==> src/rtl/usr_pkg.sv <==
package usr_pkg;
  typedef enum logic [1:0] {
    MODE_KEEP = 2'b00,
    MODE_UP   = 2'b01,
    MODE_DOWN = 2'b10,
    MODE_LOAD = 2'b11
  } usr_mode_e;
endpackage

==> src/rtl/usr_mode_dec.sv <==
module usr_mode_dec
  import usr_pkg::*;
(
  input  logic [1:0] sel,
  output usr_mode_e  mode,
  output logic       load_sel
);
  always_comb begin
    mode     = usr_mode_e'(sel);
    load_sel = (mode == MODE_LOAD);
  end
endmodule

==> src/rtl/usr_cell.sv <==
module usr_cell
  import usr_pkg::*;
(
  input  logic      clk,
  input  logic      rst_n,
  input  usr_mode_e mode,
  input  logic      from_below,
  input  logic      from_above,
  input  logic      par_d,
  output logic      q
);
  always_ff @(posedge clk or negedge rst_n) begin
    if (!rst_n) begin
      q <= 1'b0;
    end else begin
      unique case (mode)
        MODE_KEEP: q <= q;
        MODE_UP:   q <= from_below;
        MODE_DOWN: q <= from_above;
        MODE_LOAD: q <= par_d;
        default:   q <= q;
      endcase
    end
  end
endmodule

==> src/rtl/usr_drive_ctl.sv <==
module usr_drive_ctl (
  input  logic oe_a_n,
  input  logic oe_b_n,
  input  logic load_sel,
  output logic drive_en
);
  always_comb drive_en = ~oe_a_n & ~oe_b_n & ~load_sel;
endmodule

==> src/rtl/ushift_bus_reg.sv <==
module ushift_bus_reg
  import usr_pkg::*;
#(
  parameter int W = 8
) (
  input  logic         clk,
  input  logic         rst_n,
  input  logic [1:0]   sel,
  input  logic         ser_lo_in,
  input  logic         ser_hi_in,
  input  logic         oe_a_n,
  input  logic         oe_b_n,
  input  logic [W-1:0] bus_in,
  output logic [W-1:0] bus_out,
  output logic         bus_drive,
  output logic         ser_lo_out,
  output logic         ser_hi_out
);
  localparam int MSB = W - 1;

  usr_mode_e    mode;
  logic         load_sel;
  logic [MSB:0] q;
  logic [W:0]   up_chain;
  logic [W:0]   dn_chain;

  usr_mode_dec dec_i (
    .sel      (sel),
    .mode     (mode),
    .load_sel (load_sel)
  );

  // up_chain[i] feeds bit i on a shift up; dn_chain[i+1] feeds bit i on a shift down
  assign up_chain = {q, ser_lo_in};
  assign dn_chain = {ser_hi_in, q};

  for (genvar i = 0; i < W; i++) begin : g_cell
    usr_cell cell_i (
      .clk        (clk),
      .rst_n      (rst_n),
      .mode       (mode),
      .from_below (up_chain[i]),
      .from_above (dn_chain[i+1]),
      .par_d      (bus_in[i]),
      .q          (q[i])
    );
  end

  usr_drive_ctl drv_i (
    .oe_a_n   (oe_a_n),
    .oe_b_n   (oe_b_n),
    .load_sel (load_sel),
    .drive_en (bus_drive)
  );

  assign bus_out    = q;
  assign ser_lo_out = q[0];
  assign ser_hi_out = q[MSB];
endmodule

==> config.mk <==
export PLATFORM = sky130hd
export DESIGN_NAME = ushift_bus_reg
export DESIGN_NICKNAME = d
export VERILOG_FILES = /design/src/rtl/usr_pkg.sv /design/src/rtl/usr_mode_dec.sv /design/src/rtl/usr_cell.sv /design/src/rtl/usr_drive_ctl.sv /design/src/rtl/ushift_bus_reg.sv
export SDC_FILE = /design/constraint.sdc
export NUM_CORES = 1
export LEC_CHECK = 0
export ABC_AREA = 0
export ABC_CLOCK_PERIOD_IN_PS = 1850
export BUFFER_PORTS_ARGS = -buffer_cell sky130_fd_sc_hd__buf_4
export CORE_AREA = 2 2 42 44
export DETAILED_ROUTE_END_ITERATION = 10
export DIE_AREA = 0 0 44 46
export HOLD_SLACK_MARGIN = 0.1
export PLACE_DENSITY_LB_ADDON = 0.2
export SETUP_SLACK_MARGIN = 0.15
export SYNTH_ARGS = -nofsm -noshare
export SYNTH_HDL_FRONTEND = slang
export SYNTH_SLANG_ARGS = --single-unit
==> constraint.sdc <==
create_clock -name clk -period 1.85 [get_ports clk]
set_clock_uncertainty 0.2 [all_clocks]
set_input_delay 0.0925 -clock clk [delete_from_list [all_inputs] [get_ports clk]]
set_output_delay 0.0925 -clock clk [all_outputs]
set_load 0.03 [all_outputs]
## Word-level counts from Yosys, hierarchy flattened

Cells that the tools add are included.
Widths: inputs -> output; s select.

| word-level totals | value |
|---|---|
| word-level logic and storage cells | 25 |
| output and inout bits | 11 |
| bits in registers | 8 |
| input port bits | 16 |

| operators by class | value |
|---|---|
| bitwise logic cells | 5 |
| reductions and logical operators | 1 |
| multiplexer cells | 8 |
| equal/unequal tests | 3 |

Operator list:

| kind | count |
|---|---|
| $pmux 1 s3 | 8 |
| $eq 2x2->1 const B | 2 |
| $not 1->1 | 3 |
| $and 1x1->1 | 2 |
| $eq 2x1->1 const B | 1 |
| $logic_not 2->1 | 1 |

## Depth between registers and ports, before layout

| logic depth | value |
|---|---|
| word-level depth | 3 |
| gate-level depth with buffers | 2 |
| gate-level depth less buffers | 1 |

## Cells and area by module

From an unflattened synthesis, not the netlist that was laid out.

| unflattened totals | value |
|---|---|
| cell total of the unflattened synthesis | 22 |
| area, all modules | 426.7 um^2 |

Modules (own cells, without submodules):

| module | instances | sequential area each (um^2) | cells an instance | area an instance (um^2) |
|---|---|---|---|---|
| usr_cell | 8 | 25.0 | 2 | 47.5 |
| usr_mode_dec | 1 | 0.0 | 3 | 21.3 |
| ushift_bus_reg | 1 | 0.0 | 2 | 15.0 |
| usr_drive_ctl | 1 | 0.0 | 1 | 10.0 |

## Worst setup path before layout

OpenSTA, ideal clock, no wires.

| timing path | value |
|---|---|
| path type | input-to-output |
| from | in sel[1] |
| to | out bus_drive |
| stages | 2 |
| path buffers | 1 |
| required time | 1.558 ns |
| path slack | 0.549 ns |
| arrival time | 1.008 ns |
| cells stage by stage | buf_6 a211oi_1 |

| on the way | value |
|---|---|
| longest elaborated chain between the ends | 3 |

Ends and longest elaborated chain:

| what | line | source |
|---|---|---|
| start, declared | ushift_bus_reg.sv:8 | `input logic [1:0] sel,` |
| $eq 2x2->1 | usr_mode_dec.sv:10 | `load_sel = (mode == MODE_LOAD);` |
| $not 1->1 | usr_drive_ctl.sv:7 | `always_comb drive_en = ~oe_a_n & ~oe_b_n & ~load_sel;` |
| $and 1x1->1 | usr_drive_ctl.sv:7 |  |
| end, declared | ushift_bus_reg.sv:15 | `output logic bus_drive,` |

Every way passes these cells.

## Worst setup path in the final report

Same ends and word-level chain as after synthesis.

==> impl_metrics.json <==
{
  "track_usage_pct": 12.3,
  "cts_hold_buffers": 14,
  "worst-r2r-cell-count": 1,
  "r2r-end": "g_cell[3].cell_i.q$_DFFE_PN0P_",
  "fillers": 150,
  "n_antenna_cell": 0,
  "synth.distinct_cells": 5,
  "drive_above_1_share_pct": 61.7,
  "syn-instance-count": 27,
  "tightestPinTransition_ns": 0.366,
  "hold_class": "in2out",
  "post-route-period-util_pct": 83.0,
  "fin_cells": 77,
  "io_pins": 27,
  "slowest_stage": "dlygate4sd3_1",
  "grt_pass1_wl_um": 1700,
  "layout_commonest_cell": "buf_4",
  "outcome": "completed",
  "drt-initial-drc-count": 4,
  "max_flop_register": "g_cell.cell_i.q",
  "slew_violations": 0,
  "synth_seq_cells": 8,
  "startpoint_type": "input pin",
  "cts.path.max_buffers": 2,
  "worst_ep_required_time_ns": 1.56,
  "cts_tree": "built",
  "syn_nets": 43,
  "first_pass_iters": 3,
  "power_mw": 0.679,
  "ctsHtreeMaxLevel": 1,
  "tns_ns": 0,
  "powerDensity_nw_per_um2": 885,
  "grt_max_degree": 10,
  "gr-total-overflow": 0,
  "cts_resized": 0,
  "core_um2": 1610,
  "root_buffer": "clkbuf_4",
  "clock_sinks": 8,
  "regToRegSetupSlack_ns": 0.65,
  "path_class": "in2out",
  "syn_area_um2": 470,
  "antenna_found_initial": 0,
  "slew_headroom_pct": 75.5,
  "rr_startpoint": "g_cell[2].cell_i.q$_DFFE_PN0P_",
  "clock.fmax_mhz": 651,
  "num_vias": 364,
  "start_util_pct": 29.1,
  "preCtsSetupSlack_ns": 0.663,
  "critPathMaxFanout": 9,
  "slowest_delay_ns": 0.54,
  "wl_um": 1030,
  "clkLatencyLatePin_ns": 0.25,
  "leakagePower_nw": 0.343,
  "vdd_drop_max_uv": 480,
  "cts_buffers": 3,
  "crit_path_start": "sel[1]",
  "post-cts-setup-buffer-count": 0,
  "io_buffer_count": 26,
  "fin_crit_ns": 1.54,
  "crit_path_frequent_cell": "buf_4",
  "dp_cells": 60,
  "die_x_um": 44,
  "rsz0062_at_grt": "no",
  "rows": 15,
  "postRouteAntennaNets": 0,
  "dieArea_um2": 2020,
  "wire_per_inst_um": 13.4,
  "fin_nets": 78,
  "path_cells": "dlygate4sd3_1, buf_4, a211oi_1, buf_4",
  "endpoint": "bus_drive",
  "vias_per_cell": 4.73,
  "drv_cap": 0,
  "die_y_um": 46,
  "place.gp.congestion": 0.655,
  "drc": 0,
  "hold_ws_ns": 0.250,
  "largest_reg_flops": 8,
  "hpwl_um": 688,
  "finalSetupViolCount": 0,
  "end_kind": "output port",
  "layout_common_cells": "buf_4 (26), dlygate4sd3_1 (14), mux4_2 (8), dfrtp_1 (8), clkbuf_4 (3)",
  "reg.largest.list": "g_cell.cell_i.q: 8 flops",
  "ys_seq_area_share_pct": 42.6,
  "synthToLayoutAreaGrowth_pct": 63.0,
  "setup_ws_ns": 0.314,
  "hold_viol_final": 0,
  "grt_pass1_vias": 404,
  "avgSynthCellArea_um2": 17.4,
  "cp.arrival_ns": 1.24,
  "synth_warnings": 0
}
cell usage after synthesis:
| cell | n | share of area, % |
|---|---|---|
| a211oi_1 | 1 | 1.6 |
| dfrtp_1 | 8 | 43 |
| mux4_2 | 8 | 38 |
| buf_6 | 2 | 4.8 |
| buf_4 | 8 | 13 |
power by group:
part	internal (mW)	leakage [nW]	switching, mW
clock	0.0740	0.0138	0.0555
combinational	0.156	0.236	0.141
sequential	0.213	0.0937	0.0387
through the flow:
step	util, %	cell area (um^2)
after floorplan	-	470
after global placement	37.4	604
after detailed placement	37.4	604
after CTS	47.5	767
after global routing	47.5	767
final	47.5	767
worst min-delay path by stage:
stage	from	to	slack, ns	cells after the start
finish	oe_a_n	bus_drive	0.25	3
global route	oe_a_n	bus_drive	0.26	3
CTS	oe_a_n	bus_drive	0.25	3
detailed placement	rst_n	g_cell[3].cell_i.q$_DFFE_PN0P_	-0.28	1
global placement	rst_n	g_cell[3].cell_i.q$_DFFE_PN0P_	-0.29	1
floorplan	rst_n	g_cell[0].cell_i.q$_DFFE_PN0P_	-0.40	0
layout make-up:
cell class	count	area (um^2)	share of cell area [%]
Sequential cell	8	200	26.1
Timing Repair Buffer	40	335	43.7
Multi-Input combinational cell	9	188	24.5
Clock buffer	3	22.5	2.94
Tap cell	17	21.3	2.77
cell families (layout without fill, tap and decap cells):
group           Yosys count  count (layout)  share of synthesized area [%]
buf+inv                  10              43                           17.6
mux                       8               8                           38.3
flops                     8               8                           42.6
compound gates            1               1                           1.60
routing by layer:
metal / part of all wire [%] / vias up / GRT usage [%]
li1: - / 165 / -
met1: 39 / 181 / 14.3
met2: 53 / 18 / 19.7
met3: 8.0 / 0 / 7.54
met4: 0 / 0 / 1.82
met5: 0 / - / 0
critical path: cells and delay by family:
family | cells | cell delay (ns)
compound gates | 1 | 0.23
buf+inv | 3 | 0.91
Note: power is estimated with default switching activity, not from simulation.
